File: src/rtl/uirq_pkg.sv
package uirq_pkg;
    typedef enum logic [2:0] {
        ST_IDLE,
        ST_LINE,
        ST_RXD,
        ST_THRE,
        ST_MODEM
    } cause_e;

    localparam logic [1:0] CODE_LINE  = 2'b11;
    localparam logic [1:0] CODE_RXD   = 2'b10;
    localparam logic [1:0] CODE_THRE  = 2'b01;
    localparam logic [1:0] CODE_MODEM = 2'b00;
endpackage

File: src/rtl/modem_delta.sv
module modem_delta #(
    parameter int NLINES = 4,
    parameter logic [NLINES-1:0] TRAIL_ONLY = 4'b0100
) (
    input  logic              clk,
    input  logic              rst_n,
    input  logic [NLINES-1:0] lines,
    input  logic              rd_clr,
    output logic [NLINES-1:0] delta
);
    logic [NLINES-1:0] prev_q;
    logic              primed_q;
    logic [NLINES-1:0] hit;

    always_ff @(posedge clk) begin
        if (!rst_n) begin
            prev_q   <= '0;
            primed_q <= 1'b0;
        end else begin
            prev_q   <= lines;
            primed_q <= 1'b1;
        end
    end

    for (genvar i = 0; i < NLINES; i++) begin : g_line
        if (TRAIL_ONLY[i]) begin : g_fall
            assign hit[i] = primed_q & prev_q[i] & ~lines[i];
        end else begin : g_any
            assign hit[i] = primed_q & (prev_q[i] ^ lines[i]);
        end

        always_ff @(posedge clk) begin
            if (!rst_n)       delta[i] <= 1'b0;
            else if (hit[i])  delta[i] <= 1'b1;
            else if (rd_clr)  delta[i] <= 1'b0;
        end
    end

    // a read with no new edge leaves every flag clear
    assert_read_clears_R7: assert property (@(posedge clk) disable iff (!rst_n)
        (rd_clr && hit == '0) |=> (delta == '0));

    // ring rising edge never raises its flag
    assert_ring_trailing_R8: assert property (@(posedge clk) disable iff (!rst_n)
        (primed_q && !prev_q[2] && lines[2] && !delta[2]) |=> !delta[2]);
endmodule

File: src/rtl/thre_latch.sv
module thre_latch (
    input  logic clk,
    input  logic rst_n,
    input  logic set_ev,
    input  logic clr_wr,
    input  logic clr_rd,
    output logic pend
);
    always_ff @(posedge clk) begin
        if (!rst_n)               pend <= 1'b0;
        else if (set_ev)          pend <= 1'b1;
        else if (clr_wr || clr_rd) pend <= 1'b0;
    end

    // a clear without a set empties the latch
    assert_thre_clear_R9: assert property (@(posedge clk) disable iff (!rst_n)
        (!set_ev && (clr_wr || clr_rd)) |=> !pend);
endmodule

File: src/rtl/irq_fsm.sv
module irq_fsm
    import uirq_pkg::*;
(
    input  logic       clk,
    input  logic       rst_n,
    input  logic       line_c,
    input  logic       rx_c,
    input  logic       to_c,
    input  logic       thre_c,
    input  logic       mdm_c,
    input  logic       fifo_mode,
    output cause_e     state,
    output logic [7:0] iir,
    output logic       pending
);
    cause_e next;
    logic   to_q;

    always_comb begin
        if (line_c)      next = ST_LINE;
        else if (rx_c)   next = ST_RXD;
        else if (thre_c) next = ST_THRE;
        else if (mdm_c)  next = ST_MODEM;
        else             next = ST_IDLE;
    end

    always_ff @(posedge clk) begin
        if (!rst_n) begin
            state <= ST_IDLE;
            to_q  <= 1'b0;
        end else begin
            state <= next;
            to_q  <= (next == ST_RXD) && to_c;
        end
    end

    always_comb begin
        iir       = 8'h00;
        iir[7:6]  = fifo_mode ? 2'b11 : 2'b00;
        pending   = 1'b1;
        unique case (state)
            ST_IDLE: begin
                iir[0]  = 1'b1;
                pending = 1'b0;
            end
            ST_LINE:  iir[2:1] = CODE_LINE;
            ST_RXD: begin
                iir[2:1] = CODE_RXD;
                iir[3]   = to_q;
            end
            ST_THRE:  iir[2:1] = CODE_THRE;
            ST_MODEM: iir[2:1] = CODE_MODEM;
            default: begin
                iir[0]  = 1'b1;
                pending = 1'b0;
            end
        endcase
    end

    // a line error always wins the next state
    assert_line_first_R2: assert property (@(posedge clk) disable iff (!rst_n)
        line_c |=> (state == ST_LINE));

    // transmit-empty never shadows receive data
    assert_rx_over_thre_R2: assert property (@(posedge clk) disable iff (!rst_n)
        (!line_c && rx_c) |=> (state == ST_RXD));
endmodule

File: src/rtl/uart_irq_ident.sv
module uart_irq_ident
    import uirq_pkg::*;
#(
    parameter int IER_BITS = 4
) (
    input  logic       clk,
    input  logic       rst_n,
    input  logic       ier_wr,
    input  logic [7:0] ier_wdata,
    output logic [7:0] ier_rdata,
    input  logic       master_en,
    input  logic       fifo_mode,
    input  logic       rx_avail,
    input  logic       rx_timeout,
    input  logic       line_err,
    input  logic       thr_empty,
    input  logic       thr_write,
    input  logic       iir_rd,
    input  logic       msr_rd,
    input  logic       cts,
    input  logic       dsr,
    input  logic       ri,
    input  logic       dcd,
    output logic [7:0] iir_data,
    output logic [7:0] msr_data,
    output logic       irq
);
    localparam int NLINES = 4;

    logic [IER_BITS-1:0] ier_q;
    logic [NLINES-1:0]   delta;
    logic [NLINES-1:0]   lines;
    logic                thre_pend;
    logic                pending;
    cause_e              state;

    always_ff @(posedge clk) begin
        if (!rst_n)      ier_q <= '0;
        else if (ier_wr) ier_q <= ier_wdata[IER_BITS-1:0];
    end
    assign ier_rdata = {{(8-IER_BITS){1'b0}}, ier_q};

    assign lines = {dcd, ri, dsr, cts};

    modem_delta #(.NLINES(NLINES), .TRAIL_ONLY(4'b0100)) u_delta (
        .clk    (clk),
        .rst_n  (rst_n),
        .lines  (lines),
        .rd_clr (msr_rd),
        .delta  (delta)
    );

    thre_latch u_thre (
        .clk    (clk),
        .rst_n  (rst_n),
        .set_ev (thr_empty),
        .clr_wr (thr_write),
        .clr_rd (iir_rd && state == ST_THRE),
        .pend   (thre_pend)
    );

    irq_fsm u_fsm (
        .clk       (clk),
        .rst_n     (rst_n),
        .line_c    (ier_q[2] & line_err),
        .rx_c      (ier_q[0] & (rx_avail | (rx_timeout & fifo_mode))),
        .to_c      (rx_timeout & fifo_mode),
        .thre_c    (ier_q[1] & thre_pend),
        .mdm_c     (ier_q[3] & (|delta)),
        .fifo_mode (fifo_mode),
        .state     (state),
        .iir       (iir_data),
        .pending   (pending)
    );

    assign msr_data = {lines, delta};
    assign irq      = master_en & pending;

    // write data lands in the low nibble, upper nibble stays zero
    assert_ier_write_R1: assert property (@(posedge clk) disable iff (!rst_n)
        ier_wr |=> (ier_rdata == {4'b0000, $past(ier_wdata[3:0])}));

    // timeout flag only beside the receive code
    assert_timeout_code_R4: assert property (@(posedge clk) disable iff (!rst_n)
        iir_data[3] |-> (iir_data[2:1] == CODE_RXD));

    // master enable low holds the request line low
    assert_irq_gate_R6: assert property (@(posedge clk) disable iff (!rst_n)
        !master_en |-> !irq);

    // bit0 and the request agree when master enable is high
    assert_pending_bit_R3: assert property (@(posedge clk) disable iff (!rst_n)
        master_en |-> (irq == !iir_data[0]));
endmodule

File: config.mk
export PLATFORM = sky130hd
export DESIGN_NAME = uart_irq_ident
export DESIGN_NICKNAME = d
export VERILOG_FILES = /design/src/rtl/uirq_pkg.sv /design/src/rtl/modem_delta.sv /design/src/rtl/thre_latch.sv /design/src/rtl/irq_fsm.sv /design/src/rtl/uart_irq_ident.sv
export SDC_FILE = /design/constraint.sdc
export NUM_CORES = 1
export LEC_CHECK = 0
export ABC_AREA = 1
export CORE_UTILIZATION = 53
export CTS_CLUSTER_SIZE = 28
export DETAILED_ROUTE_END_ITERATION = 16
export DONT_BUFFER_PORTS = 1
export PLACE_DENSITY = 0.73
export SYNTH_ARGS = -nofsm -noshare
export SYNTH_HDL_FRONTEND = slang
export SYNTH_SLANG_ARGS = --single-unit
File: constraint.sdc
create_clock -name clk -period 0.8 [get_ports clk]
set_clock_uncertainty 0.1 [all_clocks]
set_input_delay 0.04 -clock clk [delete_from_list [all_inputs] [get_ports clk]]
set_output_delay 0.04 -clock clk [all_outputs]
set_load 0.01 [all_outputs]
* Word level (Yosys, flattened, before mapping)
Index checks and enable logic that the tools add are counted.
Storage, ports and cells: flip-flop bits (word level) 18, input port bits 24, logic and storage cells 58
Cells by class: equality and inequality tests 5, multiplexer cells 17, bitwise logic cells 16, reduce and logical (&&, ||, !) cells 10
Operators with widths (count):
- $mux 3 | 4
- $and 1x1->1 | 11
- $mux 1 | 11
- $reduce_bool 2->1 | 5
- $eq 3x2->1 const B | 3
- $reduce_or 4->1 | 2
- $pmux 2 s3 | 1
- $eq 3x1->1 const B | 1
- $eq 3x3->1 const B | 1
- $xor 1x1->1 | 3
- $logic_and 1x1->1 | 2
- $mux 2 | 1
- $logic_or 1x1->1 | 1
- $not 1->1 | 1
- $or 1x1->1 | 1

* Longest topological paths before layout
Gate-level depths: netlist (run 1).
depth after elaboration 8, depth in mapped cells 6

* By module
A second synthesis (run 1) with hierarchy kept.
Unflattened totals: cell total of the unflattened synthesis 130, area total of the unflattened synthesis 880.8 µm²
Modules (own cells, without submodules):
- modem_delta | instances 1, cells an instance 43, area each 320.3 µm², seq. area each 180.2 µm²
- uart_irq_ident | instances 1, cells an instance 42, area each 266.5 µm², seq. area each 80.1 µm²
- irq_fsm | instances 1, cells an instance 38, area each 240.2 µm², seq. area each 80.1 µm²
- thre_latch | instances 1, cells an instance 7, area each 53.8 µm², seq. area each 20.0 µm²

* Worst setup path before layout (run 1)
OpenSTA, ideal clock, no wires.
kind register -> register, start point reg u_fsm.state[0], end point reg u_thre.pend, data arrival time 0.776 ns, setup slack -0.191 ns, cell stages (with the launch flop) 6, buffers on the path 0, path through dfxtp_1 -> inv_1 -> nor2_1 -> nand3_1 -> nand2_1 -> a21oi_1
Between the ends: longest elaborated chain between the ends 4
RTL lines:
- start, declared | line irq_fsm.sv:12 | output cause_e state,
- start signal, assigned | line irq_fsm.sv:32 | state <= next;
- $eq 3x2->1 | line uart_irq_ident.sv:58 | .clr_rd (iir_rd && state == ST_THRE),
- $logic_and 1x1->1 | line uart_irq_ident.sv:58
- $logic_or 1x1->1 | line thre_latch.sv:12 | else if (clr_wr || clr_rd) pend <= 1'b0;
- $reduce_bool 2->1 (no line)
- end signal, assigned | line thre_latch.sv:10 | if (!rst_n) pend <= 1'b0;
- end signal, assigned | line thre_latch.sv:11 | else if (set_ev) pend <= 1'b1;
- end signal, assigned | line thre_latch.sv:12
- end, declared | line thre_latch.sv:7 | output logic pend
No other way between the ends. A chain may end at the register's enable or synchronous reset.

* Worst setup path after layout (run 1)
start point reg u_fsm.state[0], end point out iir_data[2]
Between the ends: longest elaborated chain between the ends 2, elaborated cells between the ends (all ways) 4, classes of those cells eq/ne (3); mux (1)
RTL lines:
- $eq 3x2->1 or $eq 3x1->1 (tied branches) | line irq_fsm.sv:41 | unique case (state)
- $pmux 2 s3 (*) | line irq_fsm.sv:41
- end, declared | line uart_irq_ident.sv:24 | output logic [7:0] iir_data,
Every way passes the cells marked *; elsewhere a longest branch is shown, timed or not.

==> results of run 1 <==
[cells in the final DEF (no fill, tap or decap)]
master / instances
dfxtp_4: 4
clkinv_1: 1
inv_1: 10
nand3_2: 1
or2_1: 1
dfxtp_1: 2
dfxtp_2: 12
dlymetal6s4s_1: 8
buf_4: 6
a21oi_1: 5
inv_4: 1
o21ai_2: 3
inv_2: 3
xor2_1: 3
o21ai_1: 1
nor2_1: 14
buf_6: 11
conb_1: 6
clkbuf_4: 3
a21oi_4: 1
a21oi_2: 2
nand2_1: 16
nand3_1: 2
nand3b_1: 1
xor2_2: 1
nor2_4: 2
nand2_2: 7
nor3_1: 1
nor2_2: 1
dlygate4sd3_1: 8
[through the flow]
| stage | hold slack, ns | cells |
|---|---|---|
| finish | -0.0458 | 152 |
| global route | -0.0190 | 152 |
| CTS | -0.107 | 150 |
| detailed placement | -0.0318 | 128 |
| global placement | -0.0317 | 128 |
| floorplan | -0.0323 | 113 |
[registers in the layout, summed over array words and instances (netlist names)]
name,count
u_delta.delta,4
u_fsm.state,3
u_thre.pend,1
u_delta.prev_q,4
ier_q,4
u_fsm.to_q,1
u_delta.primed_q,1
[metal layers]
layer  vias up  global-route usage
met5         -                   0
met4         0               0.113
met3        13              0.0543
met2        64               0.555
met1       368               0.326
li1        366                   -
[Yosys cell counts (3+ instances only)]
library cell / count / area [um2]
a21oi_1: 7 / 35.0
buf_4: 12 / 90.1
dfxtp_1: 18 / 360
inv_1: 13 / 48.8
nand2_1: 23 / 86.3
nand3_1: 3 / 15.0
nor2_1: 17 / 63.8
o21ai_0: 4 / 20.0
xor2_1: 4 / 35.0
[power groups by stage]
stage / combinational, mW / clock (mW) / sequential, mW
6_report: 0.429 / 0.465 / 1.00
5_1_grt: 0.462 / 0.491 / 1.01
4_1_cts: 0.355 / 0.438 / 0.994
3_5_place_dp: 0.234 / 0 / 1.01
3_3_place_gp: 0.229 / 0 / 1.00
2_1_floorplan: 0.207 / 0 / 1.01
[cell families after synthesis]
logic type	count (synthesis)
AND/OR/NAND/NOR	46
AO/OA/AOI/OAI	12
buffers and inverters	27
other	1
XOR/XNOR	4
flip-flops	18
[path summary, 6_finish.rpt]
check,from,to,slack (ns),cells after the start
min,rx_timeout,u_fsm.to_q,-0.05,4
max reg2reg,u_fsm.state[0],u_thre.pend,-0.21,6
max,u_fsm.state[0],iir_data[2],-0.44,3
min reg2reg,u_delta.delta[2],u_delta.delta[2],0.39,2
[repair_timing]
| action | CTS | global route |
|---|---|---|
| gates resized for setup | 24 | 26 |
| hold endpoints to repair | 24 | 3 |
| pin swaps | 5 | 6 |
| setup endpoints to repair | 21 | 36 |
| buffers inserted | 2 | 2 |
[cell type report]
cell class / instances / area [um2]
inverter: 14 / 55.1
sequential: 18 / 390
multi-input combinational: 68 / 379
tap: 15 / 18.8
clock buffer: 3 / 22.5
timing repair buffer: 33 / 349
fill: 59 / 148
clock inverter: 1 / 3.75
[worst max-delay path: stages, from the launching register on]
cell     delay (ns)
dfxtp_4        0.39
nor2_4         0.04
or2_1          0.21
a21oi_2        0.16
==> qor.txt, run 1 <==
Clock power frac -> 0.245
syn avg cell area -> 7.51 um2
mapped cell area -> 811 um2
MaxCap Viol Count -> 0
final wirelength -> 2490 um
clk sinks -> 18
CTS tree -> built
DR DRC count -> 0
final hold vios -> 2
sequential fraction of design power -> 0.528
worst slack, placed -> -0.142 ns
Worst-path clk slew -> 0.11 ns
CTS Hold Bufs -> 16
post-route cell area -> 1220 um2
Worst setup EP type -> output pin
DRT iter0 DRCs -> 45
post-synthesis sequential area ratio -> 0.444
largest family of logic cells by synthesized area -> simple AND/OR/NAND/NOR gates
synthesized flop and latch total -> 18
worst hold path type -> in -> reg
final number of setup-violating endpoints -> 23
Final Max Slew Viols -> 0
Worst EP required -> 0.66 ns
Met1 Wirelength -> 912 um
Synthesis Warnings -> 0
cts bufs inserted -> 3
Max Buffers Root-to-Sink -> 2
Synth Area in Adders -> 0
total track usage -> 0.297
first-pass GRT wire length -> 3150 um
met3 WL post-DR -> 205 um
Syn-to-layout area delta -> 50.3%
DRT antenna net count -> 0
EDFF count, synth -> 0
DRT Pass-1 Iters -> 4
GRT overflow -> 0
met2 wire length -> 1290 um
pin count of the biggest net entering global routing -> 11
synthesized instance count -> 108
post-placement cell area -> 885 um2
Worst Setup Slack, final -> -0.443 ns
die area -> 1690 um2
Post-synth top flop -> dfxtp_1
H-tree Lvls -> 1
combinational power share -> 0.226
worst skew pair latency -> 0.29 ns
Util after Layout -> 0.892
initial antenna violation count -> 0
Die W -> 41.1 um
Diodes inserted -> 0
crit path max fanout -> 4
uppermost routed layer -> met4
Synth Area in Compound Gates -> 0.0880
post-DR wirelength/cell -> 16.4 um
die height -> 41.1 um
Post-Synth XOR/XNOR Area -> 0.0432
Peak Freq -> 805 MHz
# rows -> 13
post-synthesis simple-gate area fraction -> 0.227
Startpoint Class -> register
starting density of the core -> 0.593
sw frac -> 0.294
Min Clock Period, post-route -> 1.24 ns
Cell Int Power -> 1.34 mW
outcome -> finished with violations
hold slack -> -0.0458 ns
endpoint arrival time on the critical path -> 1.10 ns
Tot Pwr -> 1.90 mW
Port Buffers -> 0
RSZ-0062 raised after global routing -> yes
vias in the first global route -> 734
asr flop ratio synth -> 0
library cells used by synthesis -> 16
Setup TNS Final -> -3.94 ns
Via Count -> 811
Clock Tree Root -> clkbuf_4
Placeable Area -> 1370 um2
mux cell area share after synthesis -> 0
Tcrit/Tclk final -> 1.55
layout cells sized above 1 -> 0.423
RePlAce Congestion -> 0.770
# nets final -> 162
Vias/cell -> 5.34
IO Pins -> 49
Setup Crit Path Kind -> reg -> out
failing checks -> negative hold slack, negative setup slack
leakage power -> 0.647 nW
Worst VDD drop -> 1.28 mV
HPWL after detailed placement -> 1020 um
power per cell area -> 1560 nW/um2
Sw Pwr -> 558 uW
Power figures use the tool's default switching activity.
==> run 2, diff against run 1 <==
--- a/config.mk
+++ b/config.mk
@@ -6,11 +6,14 @@
 export NUM_CORES = 1
 export LEC_CHECK = 0
 export ABC_AREA = 1
+export CAP_MARGIN = 20
 export CORE_UTILIZATION = 53
 export CTS_CLUSTER_SIZE = 28
 export DETAILED_ROUTE_END_ITERATION = 16
 export DONT_BUFFER_PORTS = 1
 export PLACE_DENSITY = 0.73
+export RECOVER_POWER = 100
+export SKIP_CTS_REPAIR_TIMING = 1
 export SYNTH_ARGS = -nofsm -noshare
 export SYNTH_HDL_FRONTEND = slang
 export SYNTH_SLANG_ARGS = --single-unit
==> qor.txt, run 2 (synthesis gave the netlist of run 1 again) <==
outcome -> finished with violations (unchanged)
failing checks -> negative hold slack, negative setup slack (unchanged)
Met1 Wirelength -> 722 um (was 912 um)
Hold Crit Depth -> 3 (was 4)
endpoint arrival time on the critical path -> 1.08 ns (was 1.10 ns)
Setup TNS Final -> -5.70 ns (was -3.94 ns)
initial antenna violation count -> 0 (unchanged)
RePlAce Congestion -> 0.770 (unchanged)
dpl cells -> 128 (unchanged)
met3 WL post-DR -> 98 um (was 205 um)
FF-to-FF Start -> u_fsm.state[0] (unchanged)
cts bufs inserted -> 3 (unchanged)
Syn-to-layout area delta -> 42.0% (was 50.3%)
# rows -> 13 (unchanged)
Via Count -> 724 (was 811)
uppermost routed layer -> met4 (unchanged)
hold slack -> -0.189 ns (was -0.0458 ns)
final number of setup-violating endpoints -> 36 (was 23)
Setup Crit Path Kind -> reg -> out (unchanged)
Worst EP required -> 0.66 ns (about the same)
registers with the most flip-flops -> ier_q x4, u_delta.delta x4, u_delta.prev_q x4 (unchanged)
layout cells sized above 1 -> 0.373 (was 0.423)
first-pass GRT wire length -> 1970 um (was 3150 um)
power per cell area -> 1570 nW/um2 (was 1560 nW/um2)
Placeable Area -> 1370 um2 (unchanged)
vias in the first global route -> 520 (was 734)
DRT antenna net count -> 0 (unchanged)
CTS tree -> built (unchanged)
H-tree Lvls -> 1 (unchanged)
crit path max fanout -> 3 (was 4)
DRT Pass-1 Iters -> 4 (unchanged)
DR DRC count -> 0 (unchanged)
most frequent cells in the layout -> 18 x nand2_1, 15 x dlygate4sd3_1, 14 x nor2_1 (was 16 x nand2_1, 14 x nor2_1, 12 x dfxtp_2)
Min Clock Period, post-route -> 1.22 ns (was 1.24 ns)
Hold Path End -> u_fsm.state[2] (was u_fsm.to_q)
Worst-path clk slew -> 0.10 ns (was 0.11 ns)
starting density of the core -> 0.593 (unchanged)
die area -> 1690 um2 (unchanged)
Hold Crit Start -> line_err (was rx_timeout)
DRT iter0 DRCs -> 16 (was 45)
met2 wire length -> 917 um (was 1290 um)
MaxCap Viol Count -> 0 (unchanged)
Tot Pwr -> 1.81 mW (was 1.90 mW)
non-filler cells, final -> 149 (was 152)
worst skew pair latency -> 0.28 ns (was 0.29 ns)
Clock Tree Root -> clkbuf_4 (unchanged)
total track usage -> 0.178 (was 0.297)
Max Buffers Root-to-Sink -> 2 (unchanged)
# nets final -> 159 (was 162)
Final Max Slew Viols -> 0 (unchanged)
IO Pins -> 49 (unchanged)
R2R setup slack -> -0.20 ns (was -0.21 ns)
FF-to-FF End -> u_thre.pend (unchanged)
final wirelength -> 1750 um (was 2490 um)
die height -> 41.1 um (unchanged)
GRT overflow -> 0 (unchanged)
Tcrit/Tclk final -> 1.52 (was 1.55)
Diodes inserted -> 0 (unchanged)
pin count of the biggest net entering global routing -> 11 (unchanged)
Port Buffers -> 0 (unchanged)
Util after Layout -> 0.842 (was 0.892)
Vias/cell -> 4.86 (was 5.34)
crit path launch -> u_fsm.state[0] (unchanged)
final hold vios -> 4 (was 2)
post-DR wirelength/cell -> 11.8 um (was 16.4 um)
Peak Freq -> 820 MHz (was 805 MHz)
Worst setup EP type -> output pin (unchanged)
HPWL after detailed placement -> 1020 um (unchanged)
Worst Setup Slack, final -> -0.420 ns (was -0.443 ns)
Worst VDD drop -> 1.24 mV (was 1.28 mV)
Worst R2R Path Depth -> 6 (unchanged)
worst hold path type -> in -> reg (unchanged)
RSZ-0062 raised after global routing -> yes (unchanged)
commonest non-fill, non-tap cell in the layout -> nand2_1 (unchanged)
Die W -> 41.1 um (unchanged)
Startpoint Class -> register (unchanged)
clk sinks -> 18 (unchanged)
leakage power -> 0.555 nW (was 0.647 nW)
-- run 2: changes by cell type in the layout (fill, tap and decap cells not counted), moves of 2 or more --
cell	previous run	this run
dlygate4sd3_1	8	15
nand2_1	16	18
dlymetal6s4s_1	8	0
o21ai_0	0	2
o21ai_2	3	0
nand2_2	7	5
-- run 2: critical path, stage by stage, from the launching register on --
cell and delay [ns]:
dfxtp_4 0.37, nor2_4 0.13, xor2_2 0.16, buf_4 0.14
-- run 2: routing by layer --
metal	up-vias	global-route usage
met4	0	0.0968
met2	33	0.305
li1	361	-
met3	2	0.0489
met1	328	0.195
met5	-	0
-- run 2: worst max path at each step --
stage / to / slack [ns] / depth (start not counted)
after CTS: iir_data[2] / -0.46 / 3
final: iir_data[0] / -0.42 / 3
after global routing: iir_data[0] / -0.50 / 3
after detailed placement: iir_data[2] / -0.14 / 3
after floorplan: u_thre.pend / -0.12 / 5
after global placement: iir_data[2] / -0.12 / 3
-- run 2: final cells by class --
type                       instances  area, um2
clock buffer                       3       22.5
clock inverter                     1       3.75
fill                              75        215
inverter                          14       55.1
multi-input combinational         68        363
sequential                        18        388
tap                               15       18.8
timing repair buffer              30        300
-- run 2: power breakdown --
group / switching [mW] / internal [mW] / total, mW
clock: 0.268 / 0.181 / 0.449
combinational: 0.181 / 0.183 / 0.364
sequential: 0.0485 / 0.950 / 0.998
-- run 2: through the flow --
step | cell area [um2] | worst slack [ns]
6_report | 1150 | -0.420
5_1_grt | 1150 | -0.496
4_1_cts | 911 | -0.458
3_5_place_dp | 885 | -0.142
2_1_floorplan | 870 | -0.115
3_3_place_gp | 885 | -0.119
==> run 3, diff against run 2 <==
--- a/config.mk
+++ b/config.mk
@@ -7,11 +7,12 @@
 export LEC_CHECK = 0
 export ABC_AREA = 1
 export CAP_MARGIN = 20
-export CORE_UTILIZATION = 53
+export CORE_UTILIZATION = 55
 export CTS_CLUSTER_SIZE = 28
 export DETAILED_ROUTE_END_ITERATION = 16
 export DONT_BUFFER_PORTS = 1
-export PLACE_DENSITY = 0.73
+export GPL_TIMING_DRIVEN = 0
+export PLACE_DENSITY = 0.72
 export RECOVER_POWER = 100
 export SKIP_CTS_REPAIR_TIMING = 1
 export SYNTH_ARGS = -nofsm -noshare
==> constraint.sdc (replaced) <==
create_clock -name clk -period 1.47 [get_ports clk]
set_clock_uncertainty 0.1 [all_clocks]
set_input_delay 0.0735 -clock clk [delete_from_list [all_inputs] [get_ports clk]]
set_output_delay 0.0735 -clock clk [all_outputs]
set_load 0.01 [all_outputs]
==> qor.txt, run 3 (synthesis gave the netlist of run 1 again) <==
pin count of the biggest net entering global routing -> 10 (was 11)
MaxCap Viol Count -> 0 (unchanged)
commonest non-fill, non-tap cell in the layout -> nand2_1 (unchanged)
Min Clock Period, post-route -> 1.36 ns
IO Pins -> 49 (unchanged)
power per cell area -> 894 nW/um2 (was 1570 nW/um2)
final number of setup-violating endpoints -> 0 (was 36)
cts bufs inserted -> 3 (unchanged)
Hold Crit Start -> rx_avail (was line_err)
failing checks -> negative hold slack (was negative hold slack, negative setup slack)
crit-path cells -> nor2_1 -> or2_1 -> a21oi_1 (was nor2_4 -> xor2_2 -> buf_4)
sw frac -> 0.263 (was 0.275)
Sw Pwr -> 246 uW (was 498 uW)
Port Buffers -> 0 (unchanged)
DRT antenna net count -> 0 (unchanged)
crit path max fanout -> 4 (was 3)
registers with the most flip-flops -> ier_q x4, u_delta.delta x4, u_delta.prev_q x4 (unchanged)
multi-input gate area in the final layout -> 309 um2 (was 363 um2)
CTS tree -> built (unchanged)
Setup Crit Path Kind -> reg -> out (unchanged)
hold slack -> -0.00384 ns (was -0.189 ns)
slowest cell on the critical path -> dfxtp_1 (was dfxtp_4)
final wirelength -> 1680 um (was 1750 um)
total track usage -> 0.172 (was 0.178)
post-route cell area -> 1050 um2 (was 1150 um2)
leakage power -> 0.529 nW (was 0.555 nW)
Vias/cell -> 4.80 (was 4.86)
WP buf/inv -> 0 (was 1)
Worst setup EP type -> output pin (unchanged)
Cell Int Power -> 690 uW (was 1.31 mW)
layout cells sized above 1 -> 0.0803 (was 0.373)
# rows -> 13 (unchanged)
delay-heaviest family, CP -> flip-flops (unchanged)
HPWL after detailed placement -> 965 um (was 1020 um)
Worst EP required -> 1.30 ns (was 0.66 ns)
Hold Crit Depth -> 5 (was 3)
post-DR wirelength/cell -> 11.0 um (was 11.8 um)
sequential fraction of design power -> 0.580 (was 0.551)
fillers -> 100 (was 75)
Clock power frac -> 0.250 (was 0.248)
die area -> 1630 um2 (was 1690 um2)
Startpoint Class -> register (unchanged)
final hold vios -> 2 (was 4)
GRT overflow -> 0 (unchanged)
FF-to-FF End -> u_thre.pend (unchanged)
Die W -> 40.4 um (was 41.1 um)
most frequent cells in the layout -> 23 x nand2_1, 21 x dlygate4sd3_1, 18 x dfxtp_1 (was 18 x nand2_1, 15 x dlygate4sd3_1, 14 x nor2_1)
Worst R2R Path Depth -> 5 (was 6)
starting density of the core -> 0.608 (was 0.593)
RePlAce Congestion -> 0.760 (was 0.770)
worst skew pair latency -> 0.28 ns (about the same)
initial antenna violation count -> 0 (unchanged)
DR DRC count -> 0 (unchanged)
Max Buffers Root-to-Sink -> 2 (unchanged)
first-pass GRT wire length -> 1810 um (was 1970 um)
Diodes inserted -> 0 (unchanged)
outcome -> finished with violations (unchanged)
Worst Setup Slack, final -> 0.112 ns (was -0.420 ns)
dpl cells -> 128 (unchanged)
Final Max Slew Viols -> 0 (unchanged)
H-tree Lvls -> 1 (unchanged)
Worst VDD drop -> 0.612 mV (was 1.24 mV)
Peak Freq -> 737 MHz
FF+latch area -> 360 um2 (was 388 um2)
Clock Tree Root -> clkbuf_4 (unchanged)
non-filler cells, final -> 152 (was 149)
Hold Path End -> u_fsm.state[2] (unchanged)
worst slack, placed -> 0.403 ns (was -0.142 ns)
die height -> 40.4 um (was 41.1 um)
FF-to-FF Start -> u_fsm.state[0] (unchanged)
Via Count -> 730 (was 724)
# nets final -> 163 (was 159)
Setup TNS Final -> 0 ns (was -5.70 ns)
vias in the first global route -> 493 (was 520)
DRT Pass-1 Iters -> 5 (was 4)
slowest stage delay, CP -> 0.38 ns (was 0.37 ns)
combinational power share -> 0.169 (was 0.201)
clk sinks -> 18 (unchanged)
DRT iter0 DRCs -> 21 (was 16)
Syn-to-layout area delta -> 29.2% (was 42.0%)
Tcrit/Tclk final -> 0.924
worst hold path type -> in -> reg (unchanged)
Worst-path clk slew -> 0.09 ns (was 0.10 ns)
Tot Pwr -> 936 uW (was 1.81 mW)
endpoint arrival time on the critical path -> 1.18 ns (was 1.08 ns)
Util after Layout -> 0.785 (was 0.842)
Placeable Area -> 1330 um2 (was 1370 um2)
post-placement cell area -> 848 um2 (was 885 um2)
R2R setup slack -> 0.41 ns (was -0.20 ns)
==> run 3: changes by cell type in the layout (fill, tap and decap cells not counted), moves of 3 or more <==
| cell | previous run | this run |
|---|---|---|
| a21oi_1 | 5 | 8 |
| buf_6 | 10 | 0 |
| clkbuf_1 | 0 | 7 |
| dfxtp_1 | 2 | 18 |
| dfxtp_2 | 13 | 0 |
| dfxtp_4 | 3 | 0 |
| dlygate4sd3_1 | 15 | 21 |
| nand2_1 | 18 | 23 |
| nand2_2 | 5 | 0 |
| nor2_1 | 14 | 17 |
==> run 3: layer usage <==
| metal | global-route usage | up-vias | routed length [um] |
|---|---|---|---|
| li1 | - | 368 | - |
| met1 | 0.186 | 314 | 688 |
| met2 | 0.274 | 41 | 818 |
| met3 | 0.0611 | 7 | 134 |
| met4 | 0.125 | 0 | 35 |
| met5 | 0 | - | 0 |
==> run 3: how the worst max path moves through the flow <==
stage	startpoint	to	slack (ns)	cells past startpoint
2_1_floorplan	u_fsm.state[0]	irq	0.45	3
3_3_place_gp	u_fsm.state[0]	irq	0.41	3
3_5_place_dp	u_fsm.state[0]	irq	0.40	3
4_1_cts	u_fsm.state[0]	irq	0.08	3
5_1_grt	u_fsm.state[0]	irq	-0.005	3
6_report	u_fsm.state[1]	iir_data[2]	0.11	3
==> run 3: tightest hold or removal path: stages <==
cell and delay (ns):
inv_1 0.02, nand2_1 0.05, nand2_1 0.06, nand2_1 0.09, nor2_1 0.05
==> run 3: power groups by stage <==
stage / registers, mW / logic [mW] / clock network (mW)
detailed placement: 0.554 / 0.116 / 0
floorplan: 0.549 / 0.105 / 0
global route: 0.546 / 0.180 / 0.252
global placement: 0.553 / 0.114 / 0
finish: 0.543 / 0.159 / 0.234
CTS: 0.543 / 0.116 / 0.241
==> run 3: layout make-up <==
class,count,area share
timing repair buffer,21,0.201
multi-input combinational,68,0.295
clock buffer,3,0.0215
inverter,14,0.0526
buffer,13,0.0681
tap,15,0.0179
sequential,18,0.344
